--- src/rtl/phy_mgmt_pkg.sv ---
package phy_mgmt_pkg;
  localparam int DW = 16;
  localparam int AW = 5;

  localparam logic [AW-1:0] A_CTRL = 5'd0;
  localparam logic [AW-1:0] A_STAT = 5'd1;
  localparam logic [AW-1:0] A_ID1  = 5'd2;
  localparam logic [AW-1:0] A_ID2  = 5'd3;
  localparam logic [AW-1:0] A_ADV  = 5'd4;
  localparam logic [AW-1:0] A_LPA  = 5'd5;
  localparam logic [AW-1:0] A_EXP  = 5'd6;

  localparam logic [DW-1:0] STAT_BASE = 16'h7849;
  localparam logic [DW-1:0] ID1_VAL   = 16'h0000;
  localparam logic [DW-1:0] ADV_RST   = 16'h01E1;
  localparam logic [DW-1:0] ADV_WMASK = 16'h05E0;
  localparam logic [DW-1:0] LPA_RST   = 16'h0080;

  localparam int B_SRST  = 15;
  localparam int B_LOOP  = 14;
  localparam int B_SPD   = 13;
  localparam int B_ANEN  = 12;
  localparam int B_PDN   = 11;
  localparam int B_RSTRT = 9;
  localparam int B_DUP   = 8;
  localparam int B_LINK  = 2;
  localparam int B_ANOK  = 5;

  localparam logic [1:0] OP_RD = 2'b10;
  localparam logic [1:0] OP_WR = 2'b01;

  typedef struct packed {
    logic loop;
    logic spd;
    logic an_en;
    logic pdn;
    logic dup;
  } ctrl_t;

  typedef enum logic [2:0] {S_PRE, S_ST, S_HDR, S_TA, S_DAT} mdio_st_e;
endpackage

--- src/rtl/phy_mgmt_sync.sv ---
module phy_mgmt_sync #(
  parameter int STAGES = 2,
  parameter int W      = 2
) (
  input  logic         clk_i,
  input  logic         rst_ni,
  input  logic [W-1:0] d_i,
  output logic [W-1:0] q_o
);
  logic [W-1:0] pipe_q [STAGES];

  always_ff @(posedge clk_i or negedge rst_ni) begin
    if (!rst_ni) begin
      for (int s = 0; s < STAGES; s++) pipe_q[s] <= '0;
    end else begin
      pipe_q[0] <= d_i;
      for (int s = 1; s < STAGES; s++) pipe_q[s] <= pipe_q[s-1];
    end
  end

  assign q_o = pipe_q[STAGES-1];
endmodule

--- src/rtl/phy_mdio_slave.sv ---
module phy_mdio_slave
  import phy_mgmt_pkg::*;
#(
  parameter int PRE_LEN = 32
) (
  input  logic          clk_i,
  input  logic          rst_ni,
  input  logic          mdc_s_i,
  input  logic          mdio_s_i,
  input  logic          isolate_i,
  input  logic [AW-1:0] phy_addr_i,
  input  logic [DW-1:0] rd_data_i,
  output logic          mdio_o,
  output logic          mdio_oe_o,
  output logic [AW-1:0] reg_addr_o,
  output logic          wr_en_o,
  output logic [DW-1:0] wr_data_o
);
  localparam int CW = $clog2(PRE_LEN + 1);
  localparam logic [CW-1:0] PRE_MAX = CW'(PRE_LEN);

  mdio_st_e        st_q;
  logic            mdc_d_q;
  logic [CW-1:0]   ones_q;
  logic [4:0]      cnt_q;
  logic [10:0]     hdr_q;
  logic            is_rd_q;
  logic [DW-1:0]   sh_q;
  logic            out_q, oe_q, wr_q;
  logic            rise;
  logic [11:0]     hdr_n;

  assign rise  = mdc_s_i & ~mdc_d_q;
  assign hdr_n = {hdr_q, mdio_s_i};

  always_ff @(posedge clk_i or negedge rst_ni) begin
    if (!rst_ni) begin
      st_q    <= S_PRE;
      mdc_d_q <= 1'b0;
      ones_q  <= '0;
      cnt_q   <= '0;
      hdr_q   <= '0;
      is_rd_q <= 1'b0;
      sh_q    <= '0;
      out_q   <= 1'b1;
      oe_q    <= 1'b0;
      wr_q    <= 1'b0;
    end else begin
      mdc_d_q <= mdc_s_i;
      wr_q    <= 1'b0;
      if (isolate_i) begin
        st_q   <= S_PRE;
        ones_q <= '0;
        oe_q   <= 1'b0;
        out_q  <= 1'b1;
      end else if (rise) begin
        unique case (st_q)
          S_PRE: begin
            if (mdio_s_i) begin
              if (ones_q != PRE_MAX) ones_q <= ones_q + 1'b1;
            end else begin
              ones_q <= '0;
              if (ones_q == PRE_MAX) st_q <= S_ST;
            end
          end
          S_ST: begin
            cnt_q <= '0;
            st_q  <= mdio_s_i ? S_HDR : S_PRE;
          end
          S_HDR: begin
            hdr_q <= hdr_n[10:0];
            cnt_q <= cnt_q + 1'b1;
            if (cnt_q == 5'd11) begin
              cnt_q   <= '0;
              is_rd_q <= (hdr_n[11:10] == OP_RD);
              if (hdr_n[9:5] == phy_addr_i &&
                  (hdr_n[11:10] == OP_RD || hdr_n[11:10] == OP_WR))
                st_q <= S_TA;
              else
                st_q <= S_PRE;
            end
          end
          S_TA: begin
            if (cnt_q == 5'd0) begin
              cnt_q <= 5'd1;
              if (is_rd_q) begin
                oe_q  <= 1'b1;
                out_q <= 1'b0;
                sh_q  <= rd_data_i;
              end
            end else begin
              cnt_q <= '0;
              st_q  <= S_DAT;
              if (is_rd_q) begin
                out_q <= sh_q[DW-1];
                sh_q  <= {sh_q[DW-2:0], 1'b0};
              end
            end
          end
          S_DAT: begin
            cnt_q <= cnt_q + 1'b1;
            if (is_rd_q) begin
              if (cnt_q == 5'd15) begin
                oe_q  <= 1'b0;
                out_q <= 1'b1;
                st_q  <= S_PRE;
              end else begin
                out_q <= sh_q[DW-1];
                sh_q  <= {sh_q[DW-2:0], 1'b0};
              end
            end else begin
              sh_q <= {sh_q[DW-2:0], mdio_s_i};
              if (cnt_q == 5'd15) begin
                wr_q <= 1'b1;
                st_q <= S_PRE;
              end
            end
          end
          default: st_q <= S_PRE;
        endcase
      end
    end
  end

  assign mdio_o     = out_q;
  assign mdio_oe_o  = oe_q;
  assign reg_addr_o = hdr_q[4:0];
  assign wr_en_o    = wr_q;
  assign wr_data_o  = sh_q;

  // first driven bit of a read is the turnaround zero
  a_r2_ta_drives_zero: assert property (@(posedge clk_i) disable iff (!rst_ni)
    $rose(mdio_oe_o) |-> !mdio_o);

  // isolation silences the line on the next cycle
  a_r11_isolate_quiet: assert property (@(posedge clk_i) disable iff (!rst_ni)
    isolate_i |=> !mdio_oe_o);
endmodule

--- src/rtl/phy_mgmt_regfile.sv ---
module phy_mgmt_regfile
  import phy_mgmt_pkg::*;
#(
  parameter logic [15:0] PHY_ID2    = 16'h5C41,
  parameter int          RST_CYCLES = 250
) (
  input  logic          clk_i,
  input  logic          rst_ni,
  input  logic          wr_en_i,
  input  logic [AW-1:0] addr_i,
  input  logic [DW-1:0] wr_data_i,
  output logic [DW-1:0] rd_data_o,
  input  logic          an_strap_i,
  input  logic          speed_strap_i,
  input  logic          duplex_strap_i,
  input  logic          neg_full_dup_i,
  input  logic          link_up_i,
  input  logic          an_done_i,
  input  logic          lp_load_i,
  input  logic [DW-1:0] lp_ability_i,
  output logic          loopback_o,
  output logic          power_down_o,
  output logic          an_enable_o,
  output logic          an_restart_o,
  output logic          speed_100_o,
  output logic          full_dup_o
);
  ctrl_t         ctrl_q, dflt;
  logic [DW-1:0] adv_q, lpa_q;
  logic          pend_q, restart_q;
  logic          an_eff, ctrl_wr, soft_rst, lock_busy;
  logic          unused_bits;

  assign dflt = '{loop: 1'b0, spd: speed_strap_i, an_en: an_strap_i,
                  pdn: 1'b0, dup: duplex_strap_i};
  assign an_eff   = an_strap_i & ctrl_q.an_en;
  assign ctrl_wr  = wr_en_i && addr_i == A_CTRL && !lock_busy && !pend_q;
  assign soft_rst = ctrl_wr && wr_data_i[B_SRST];
  assign unused_bits = ^{wr_data_i[10], wr_data_i[7:0]};

  generate
    if (RST_CYCLES > 0) begin : g_lock
      localparam int LW = $clog2(RST_CYCLES + 1);
      logic [LW-1:0] lock_q;
      always_ff @(posedge clk_i or negedge rst_ni) begin
        if (!rst_ni)       lock_q <= '0;
        else if (soft_rst) lock_q <= LW'(RST_CYCLES);
        else if (lock_q != '0) lock_q <= lock_q - 1'b1;
      end
      assign lock_busy = (lock_q != '0);
    end else begin : g_nolock
      assign lock_busy = 1'b0;
    end
  endgenerate

  always_ff @(posedge clk_i or negedge rst_ni) begin
    if (!rst_ni) begin
      ctrl_q    <= '{loop: 1'b0, spd: 1'b1, an_en: 1'b1, pdn: 1'b0, dup: 1'b1};
      pend_q    <= 1'b1;
      adv_q     <= ADV_RST;
      lpa_q     <= LPA_RST;
      restart_q <= 1'b0;
    end else begin
      restart_q <= 1'b0;
      if (lp_load_i) lpa_q <= lp_ability_i;
      if (wr_en_i && addr_i == A_ADV)
        adv_q <= (wr_data_i & ADV_WMASK) | (ADV_RST & ~ADV_WMASK);
      if (pend_q) begin
        // straps are sampled once the reset is released
        ctrl_q <= dflt;
        pend_q <= 1'b0;
      end else if (soft_rst) begin
        ctrl_q <= dflt;
        adv_q  <= ADV_RST;
        lpa_q  <= LPA_RST;
      end else if (ctrl_wr) begin
        ctrl_q.loop <= wr_data_i[B_LOOP];
        ctrl_q.spd  <= wr_data_i[B_SPD];
        ctrl_q.pdn  <= wr_data_i[B_PDN];
        if (an_strap_i) ctrl_q.an_en <= wr_data_i[B_ANEN];
        if (!an_eff)    ctrl_q.dup   <= wr_data_i[B_DUP];
        restart_q <= wr_data_i[B_RSTRT] & an_eff;
      end
    end
  end

  always_comb begin
    rd_data_o = '0;
    unique case (addr_i)
      A_CTRL: begin
        rd_data_o[B_LOOP] = ctrl_q.loop;
        rd_data_o[B_SPD]  = ctrl_q.spd;
        rd_data_o[B_ANEN] = an_eff;
        rd_data_o[B_PDN]  = ctrl_q.pdn;
        rd_data_o[B_DUP]  = an_eff ? neg_full_dup_i : ctrl_q.dup;
      end
      A_STAT: begin
        rd_data_o = STAT_BASE;
        rd_data_o[B_LINK] = link_up_i;
        rd_data_o[B_ANOK] = an_done_i;
      end
      A_ID1:   rd_data_o = ID1_VAL;
      A_ID2:   rd_data_o = PHY_ID2;
      A_ADV:   rd_data_o = adv_q;
      A_LPA:   rd_data_o = lpa_q;
      A_EXP:   rd_data_o = '0;
      default: rd_data_o = '0;
    endcase
  end

  assign loopback_o   = ctrl_q.loop;
  assign power_down_o = ctrl_q.pdn;
  assign an_enable_o  = an_eff;
  assign an_restart_o = restart_q;
  assign speed_100_o  = ctrl_q.spd;
  assign full_dup_o   = ctrl_q.dup;

  // control writes inside the lockout window leave control unchanged
  a_r4_lockout_holds: assert property (@(posedge clk_i) disable iff (!rst_ni)
    (lock_busy && wr_en_i && addr_i == A_CTRL) |=> $stable(ctrl_q));

  // software reset returns registers to their defaults
  a_r4_srst_defaults: assert property (@(posedge clk_i) disable iff (!rst_ni)
    soft_rst |=> (adv_q == ADV_RST && lpa_q == LPA_RST && !ctrl_q.loop && !ctrl_q.pdn));

  // restart pulse only follows an enabled negotiation
  a_r8_restart_gated: assert property (@(posedge clk_i) disable iff (!rst_ni)
    an_restart_o |-> $past(an_eff));

  // duplex is not writable while negotiation is enabled
  a_r9_dup_readonly: assert property (@(posedge clk_i) disable iff (!rst_ni)
    (ctrl_wr && an_eff && !wr_data_i[B_SRST]) |=> $stable(ctrl_q.dup));
endmodule

--- src/rtl/phy_mgmt_regs.sv ---
module phy_mgmt_regs
  import phy_mgmt_pkg::*;
#(
  parameter logic [15:0] PHY_ID2     = 16'h5C41,
  parameter int          RST_CYCLES  = 250,
  parameter int          PRE_LEN     = 32,
  parameter int          SYNC_STAGES = 2
) (
  input  logic        clk_i,
  input  logic        rst_ni,
  input  logic        mdc_i,
  input  logic        mdio_i,
  output logic        mdio_o,
  output logic        mdio_oe_o,
  input  logic [4:0]  phy_addr_i,
  input  logic        isolate_i,
  input  logic        an_strap_i,
  input  logic        speed_strap_i,
  input  logic        duplex_strap_i,
  input  logic        neg_full_dup_i,
  input  logic        link_up_i,
  input  logic        an_done_i,
  input  logic        lp_load_i,
  input  logic [15:0] lp_ability_i,
  output logic        loopback_o,
  output logic        power_down_o,
  output logic        an_enable_o,
  output logic        an_restart_o,
  output logic        speed_100_o,
  output logic        full_dup_o
);
  logic [1:0]    pins_s;
  logic [AW-1:0] reg_addr;
  logic          wr_en;
  logic [DW-1:0] wr_data, rd_data;

  phy_mgmt_sync #(.STAGES(SYNC_STAGES), .W(2)) u_sync (
    .clk_i (clk_i),
    .rst_ni(rst_ni),
    .d_i   ({mdc_i, mdio_i}),
    .q_o   (pins_s)
  );

  phy_mdio_slave #(.PRE_LEN(PRE_LEN)) u_slave (
    .clk_i     (clk_i),
    .rst_ni    (rst_ni),
    .mdc_s_i   (pins_s[1]),
    .mdio_s_i  (pins_s[0]),
    .isolate_i (isolate_i),
    .phy_addr_i(phy_addr_i),
    .rd_data_i (rd_data),
    .mdio_o    (mdio_o),
    .mdio_oe_o (mdio_oe_o),
    .reg_addr_o(reg_addr),
    .wr_en_o   (wr_en),
    .wr_data_o (wr_data)
  );

  phy_mgmt_regfile #(.PHY_ID2(PHY_ID2), .RST_CYCLES(RST_CYCLES)) u_regs (
    .clk_i         (clk_i),
    .rst_ni        (rst_ni),
    .wr_en_i       (wr_en),
    .addr_i        (reg_addr),
    .wr_data_i     (wr_data),
    .rd_data_o     (rd_data),
    .an_strap_i    (an_strap_i),
    .speed_strap_i (speed_strap_i),
    .duplex_strap_i(duplex_strap_i),
    .neg_full_dup_i(neg_full_dup_i),
    .link_up_i     (link_up_i),
    .an_done_i     (an_done_i),
    .lp_load_i     (lp_load_i),
    .lp_ability_i  (lp_ability_i),
    .loopback_o    (loopback_o),
    .power_down_o  (power_down_o),
    .an_enable_o   (an_enable_o),
    .an_restart_o  (an_restart_o),
    .speed_100_o   (speed_100_o),
    .full_dup_o    (full_dup_o)
  );
endmodule

--- config.mk ---
export PLATFORM = sky130hd
export DESIGN_NAME = phy_mgmt_regs
export DESIGN_NICKNAME = d
export VERILOG_FILES = /design/src/rtl/phy_mgmt_pkg.sv /design/src/rtl/phy_mgmt_sync.sv /design/src/rtl/phy_mdio_slave.sv /design/src/rtl/phy_mgmt_regfile.sv /design/src/rtl/phy_mgmt_regs.sv
export SDC_FILE = /design/constraint.sdc
export NUM_CORES = 1
export LEC_CHECK = 0
export ABC_AREA = 1
export BUFFER_PORTS_ARGS = -buffer_cell sky130_fd_sc_hd__clkbuf_2
export CAP_MARGIN = 40
export CORE_ASPECT_RATIO = 0.6
export CORE_MARGIN = 10
export CORE_UTILIZATION = 55
export CTS_CLUSTER_DIAMETER = 150
export DETAILED_ROUTE_END_ITERATION = 7
export GPL_TIMING_DRIVEN = 0
export PLACE_DENSITY = 0.84
export SLEW_MARGIN = 20
export SYNTH_ARGS = -nofsm -noshare
export SYNTH_HDL_FRONTEND = slang
export SYNTH_SLANG_ARGS = --single-unit
--- constraint.sdc ---
create_clock -name clk_i -period 2 [get_ports clk_i]
set_input_delay 0.6 -clock clk_i [delete_from_list [all_inputs] [get_ports clk_i]]
set_output_delay 0.6 -clock clk_i [all_outputs]
set_load 0.02 [all_outputs]
After elaboration in Yosys (flattened, before gate mapping)
Cells that the tools add are included.
Word-level totals
  register bits: 97
  bits of input ports: 33
  output and inout bits: 8
  word-level logic and storage cells: 154
Operators by class
  add/sub/neg operators: 3
  equality and inequality tests: 27
  mux-type cells: 66
  bitwise logic cells: 5
  reduce and logical (&&, ||, !) cells: 31
Operator list (count)
  $mux W16: 11
  $pmux W16 S2: 1
  $pmux W8 S4: 1
  $mux W6: 5
  $mux W1: 25
  $ne A3 B2 Y1 const B: 8
  $mux W3: 7
  $mux W5: 4
  $pmux W4 S5: 1
  $pmux W5 S4: 1
  $mux W8: 2
  $pmux W3 S5: 1
  $reduce_and A6 Y1: 2
  $eq A5 B3 Y1 const B: 2
  $eq A5 B4 Y1 const B: 2
  $logic_not A5 Y1: 2
  $ne A3 B3 Y1 const B: 3
  $reduce_and A3 Y1: 3
  $reduce_bool A3 Y1: 3
  $reduce_and A4 Y1: 2
  $reduce_bool A2 Y1: 4
  $reduce_bool A8 Y1: 1
  $sub A8 B1 Y8 const B: 1
  $add A6 B1 Y6 const B: 1
  other kinds (25): 39

Depth between registers and ports, before layout
  depth in word-level cells: 8
  mapped depth: 12
  depth with buffers taken out: 11

By module
Synthesis repeated with hierarchy kept, for this count alone.
Unflattened totals
  cells, all modules: 650
  area total of the unflattened synthesis: 5153.7 um^2
Modules (own cells, without submodules)
  phy_mdio_slave: instances 1, cells each 336, area an instance 2582.5 um^2, seq. area each 1152.4 um^2
  phy_mgmt_regfile: instances 1, cells each 308, area an instance 2456.1 um^2, seq. area each 1188.6 um^2
  phy_mgmt_sync: instances 1, cells each 6, area an instance 115.1 um^2, seq. area each 100.1 um^2

Least setup slack after synthesis
No wires, ideal clock.
  kind: reg2reg
  start point: reg u_slave.cnt_q[0]
  end point: reg u_slave.sh_q[10] (netlist: u_slave.wr_data_o[10])
  setup time: 129 ps
  arrival time: 1631 ps
  data required time: 1871 ps
  slack: 240 ps
  cell stages (with the launch flop): 12
  buffers on the path: 1
  clock period less this slack: 1760 ps
  path through: dfrtp_1 > ha_1 > inv_1 > nor3_1 > ha_1 > inv_1 > nor2_1 > nand2_1 > nand2_1 > nor2_4 > buf_2 > a31oi_1
Between the ends
  cells in the longest elaborated chain, start to end: 3
  elaborated cells between the ends (all ways): 6
  classes of those cells: 2 x eq/ne; 2 x mux; 2 x reduce/logical
RTL lines
  from (decl): RTL line phy_mdio_slave.sv:25  | logic [4:0] cnt_q;
  from (signal assigned): RTL line phy_mdio_slave.sv:72  | cnt_q <= cnt_q + 1'b1;
  from (signal assigned): RTL line phy_mdio_slave.sv:101  | cnt_q <= cnt_q + 1'b1;
  $eq A5 B4 Y1 / $logic_not A5 Y1 (equally long branches): RTL line phy_mdio_slave.sv:103, phy_mdio_slave.sv:84
  $ne A3 B3 Y1 (no source line) / $mux W16 (equally long branches)
  $reduce_and A5 Y1 (no source line) / $pmux W16 S2 (equally long branches)
  to (signal assigned): RTL line phy_mdio_slave.sv:96  | sh_q <= {sh_q[DW-2:0], 1'b0};
  to (signal assigned): RTL line phy_mdio_slave.sv:109  | sh_q <= {sh_q[DW-2:0], 1'b0};
  to (signal assigned): RTL line phy_mdio_slave.sv:112  | sh_q <= {sh_q[DW-2:0], mdio_s_i};
  to (decl): RTL line phy_mdio_slave.sv:28  | logic [DW-1:0] sh_q;
Parallel ways exist; a longest one is shown, timed or not.
A chain may end at the register's enable or synchronous reset.

Worst setup path after layout
  start point: reg u_slave.hdr_q[3]
  end point: reg u_slave.sh_q[12] (netlist: u_slave.wr_data_o[12])
Between the ends
  cells in the longest elaborated chain, start to end: 5
  elaborated cells between the ends (all ways): 9
  classes of those cells: 4 x eq/ne; 4 x mux; 1 x reduce/logical
RTL lines
  from (decl): RTL line phy_mdio_slave.sv:26  | logic [10:0] hdr_q;
  from (signal assigned): RTL line phy_mdio_slave.sv:71  | hdr_q <= hdr_n[10:0];
  $eq A5 B3 Y1 (tied with other cells): RTL line phy_mgmt_regfile.sv:89  | unique case (addr_i)
  $pmux W4 S5 *: RTL line phy_mgmt_regfile.sv:89
  $mux W16 *: RTL line phy_mdio_slave.sv:86  | if (is_rd_q) begin
  $mux W16 *: RTL line phy_mdio_slave.sv:84  | if (cnt_q == 5'd0) begin
  $pmux W16 S2 *: RTL line phy_mdio_slave.sv:57  | unique case (st_q)
  to (signal assigned): RTL line phy_mdio_slave.sv:89  | sh_q <= rd_data_i;
  to (signal assigned): RTL line phy_mdio_slave.sv:96
  to (signal assigned): RTL line phy_mdio_slave.sv:109
Every way passes the cells marked *; elsewhere a longest branch is shown, timed or not. The select of a mux whose other input is x is not followed.

==> reports/results.txt <==
The clock latency on the worst-skew pair is 350 ps, and the peak fanout along the critical path is 7. The clock passes through at most 2 buffers. Cell internal power was estimated by the tool at 0.00414 W. In this run the power spent charging and discharging nets is 0.00239 W.

For the clock sink total, the log shows 97. Counting the fill cells in the layout gives 748. In this run the static leakage power is 3.01 nW. The largest delay contributor family on the critical path was simple AND/OR/NAND/NOR gates. The proportion of synthesized flip-flops having asynchronous set or reset works out to 100%. The transition time at the pin with the least slew margin works out to 536 ps.

For the total standard cell area after synthesis, the log shows 4960 um2. In the synthesized netlist the dominant register cell turns out to be sky130_fd_sc_hd__dfrtp_1. For the global-route wire length before repair, the log shows 21100 um. Entering global routing, the biggest net connects 70 pins. The share of total power dissipated in combinational logic is 29.5%. The longest individual stage delay on the worst path came out at 420 ps. The initial antenna violation count is 0. The tools report the element type at the critical path start as a flip-flop. For this block, the routed nets add up to 12600 um of wire. After clock tree synthesis, the flow added hold-fix buffers numbering 0. The pre-CTS setup slack was -62.0 ps; the total congestion overflow after global routing was 0. In this run the worst setup path begins at u_slave.hdr_q[3]. For the global-route track usage on met1, the log shows 26.3%. The worst-case clock skew was 5.53 ps. Dividing the synthesized area by the synthesized cell count gives 7.54 um2.

The floorplan has 26 rows. The tool flagged a number of max-cap violations equal to 0. The arrival time at the worst endpoint was 2210 ps. The die height is 93.6 um, and the portion of the post-synthesis area used by sequential elements is 49.2%. The all-layer global routing usage is 19.5%. For the utilization of the core after routing, the log shows 66.0%.

TritonCTS built the clock tree. Traced cell by cell, the critical path runs through nor2_2, nand3_1, nand2_1, nor2_1, nor2_1, o21ai_0, a21oi_1. The worst max-slew margin expressed relative to the limit is 64.2%, and the cell depth of the worst flop-to-flop path is 7. Synthesis inferred 97 register bits. Detailed placement ended at an HPWL of 9180 um. The via count of the first global-routing pass came out at 4528.

The tools report the number of slew-limit violations in the final report as 0. In the routed layout, each cell is associated on average with a via count of 5.55. The min-delay analysis places its worst path in the category in2async. The run gives 0 as the total inserted antenna cells. For the total via count in the routed design, the log shows 4598. The clock buffer count from CTS is 9, and the clock period minus final worst setup slack is 1960 ps. H-tree depth reported by CTS: 3.

Critical path capture point type: a flip-flop. The count of flip-flops with a built-in enable after synthesis was 0; the first-pass iteration count of the detailed router was 5. At the worst endpoint, the required time is 2260 ps.

Remaining design rule violation count: 0. IR analysis of the VDD net gives a maximum drop of 0.000772 V. The achievable clock frequency was 0.511 GHz. The tools report the met3 track utilization from global routing as 6.01%. The tools report the area occupied by multi-input gates as 2120 um2.

The run gives 0 as the remaining antenna violation count. For the routability-driven placement congestion ratio, the log shows 0.949. The final-report setup violation count is 0, and the power density of the placed cells is 1140 nW/um2. The number of nets produced by synthesis came out at 698.

The clock slew seen by the registers of the worst setup and hold paths is 60 ps, and the proportion of power drawn by the clock network is 27.9%. Start of the worst register-to-register path: u_slave.hdr_q[3]. The share of total power dissipated in sequential elements is 42.6%. The final layout contains 751 nets.

The number of synthesis warnings came out at 0. After detailed routing, the average wire length per cell comes to 15.3 um. The slowest stage of the critical path is the sky130_fd_sc_hd__dfrtp_1 cell. The final worst setup slack is 42.0 ps. Clock tree synthesis selected as its root buffer the cell sky130_fd_sc_hd__clkbuf_16. The final number of hold-violating endpoints was 0; the number of top-level pins was 41. The number of different library cells used by synthesis comes to 32. The critical path runs through a total of 7 cells.

The run finished with clean final reports. The die area was 13300 um2. In the synthesized netlist, the number of instances is 658. The cell that appears most often on the critical path is sky130_fd_sc_hd__nor2_1. The logs give 8650 um2 for the placeable core area and 500 for the detailed router's first-iteration violation count. By startpoint and endpoint, the worst setup path is classified as reg2reg.

In the finished design, the share of the clock period the worst path needs comes to 97.9%. Ratio of cells with drive above 1 in the final layout: 13.5%. Summing all flip-flop and latch instances after layout gives 2440 um2.

For the met2 usage, the log shows 29.3%. met2 is the most crowded layer. Net switching is 36.6% of the power.

Buffer and inverter count on the worst path: 0. Area growth from synthesis to layout: 15.1%. The starting density of the core came out at 57.4%.

Number of port buffers: 39. In this run the horizontal extent of the chip is 143 um.
[cell families (layout without fill, tap and decap cells)]
group	Yosys count	after routing	share of synthesized area, %
compound gates	78	78	8.75
xor+xnor	6	6	1.06
fa+ha+maj	7	7	1.76
buf+inv	112	170	8.85
flops	97	97	49.2
other cells	1	1	0.0756
simple gates	357	357	30.3
[worst paths after layout]
check / end / slack [ps]
min in group clk_i: u_sync.q_o[1] / 350
hold / removal: u_slave.hdr_q[6] / 140
hold reg to reg: u_sync.q_o[1] / 350
setup reg to reg: u_slave.wr_data_o[12] / 40
max in group asynchronous: u_regs.pend_q / 1200
setup / recovery: u_slave.wr_data_o[12] / 40
[power by group through the flow]
stage                     Combinational, W  Sequential [W]  Clock, W
after floorplan                    0.00131         0.00273         0
after global placement             0.00170         0.00278         0
after detailed placement           0.00181         0.00280         0
after CTS                          0.00185         0.00277   0.00184
after global routing               0.00219         0.00283   0.00192
final                              0.00193         0.00278   0.00182
[cells in the mapped netlist (all sizes together) (6+ instances only)]
library cell,instances,area [um2]
dfstp,11,289
nand2,208,783
ha,7,87.6
buf,10,56.3
a31oi,10,62.6
a21oi,9,48.8
inv,93,349
nand3,62,315
o21ai,48,244
dfrtp,86,2150
nor2,65,272
xor2,6,52.6
o211ai,6,45.0
nand4,15,93.8
clkbuf,9,33.8
[per-layer routing]
layer	part of all wire (%)	vias up
met1	46	2154
met2	43	224
met5	0	-
met4	1.5	0
met3	9.2	24
li1	-	2196
[cells in the final DEF, fill, tap and decap left out, drive strengths merged]
cell,synthesis,layout
a21oi,9,9
clkbuf,9,58
buf,10,14
o22ai,3,3
o21ai,48,48
o211ai,6,6
a211oi,1,1
nand3,62,62
dfrtp,86,86
inv,93,93
xor2,6,6
dfstp,11,11
nand4,15,15
conb,1,1
bufinv,0,2
ha,7,7
clkinvlp,0,2
nor4,1,1
o31ai,1,1
nor2,65,65
nand3b,1,1
nor3b,1,1
nor3,4,4
clkinv,0,1
nand2,208,208
a31oi,10,10
[metrics by stage]
stage               cell area, um2  hold WS, ps  std cells  TNS, ps  total power, W
finish                        5710          135        828        0         0.00653
global route                  5710          146        828    -33.9         0.00694
CTS                           5660          140        827        0         0.00647
detailed placement            5340          339        810     -433         0.00461
global placement              5300          336        809   -74880         0.00448
floorplan                     4960          304        658        0         0.00404
[area by class of cell]
class,count,share of cell area (%)
Sequential cell,97,42.7
Multi-Input combinational cell,449,37.1
Inverter,93,6.11
Timing Repair Buffer,42,4.38
Clock buffer,11,4.07
Tap cell,112,2.45
Buffer,19,1.73
Clock inverter,5,1.40
[flip-flops by register name, indices dropped and copies added (netlist names), 2 cells and up]
| register | count |
|---|---|
| u_regs.adv_q | 16 |
| u_regs.g_lock.lock_q | 8 |
| u_regs.lpa_q | 16 |
| u_slave.cnt_q | 5 |
| u_slave.hdr_q | 11 |
| u_slave.ones_q | 6 |
| u_slave.st_q | 3 |
| u_slave.wr_data_o | 16 |
| u_sync.pipe_q | 2 |
| u_sync.q_o | 2 |
[repair_timing]
item                       4_1_cts  5_1_grt
setup buffers                    1        1
pin swaps                        1        1
hold endpoints to repair         0        0
gates resized for setup          1       15
setup endpoints to repair       10       49
Power figures use the tool's default switching activity.
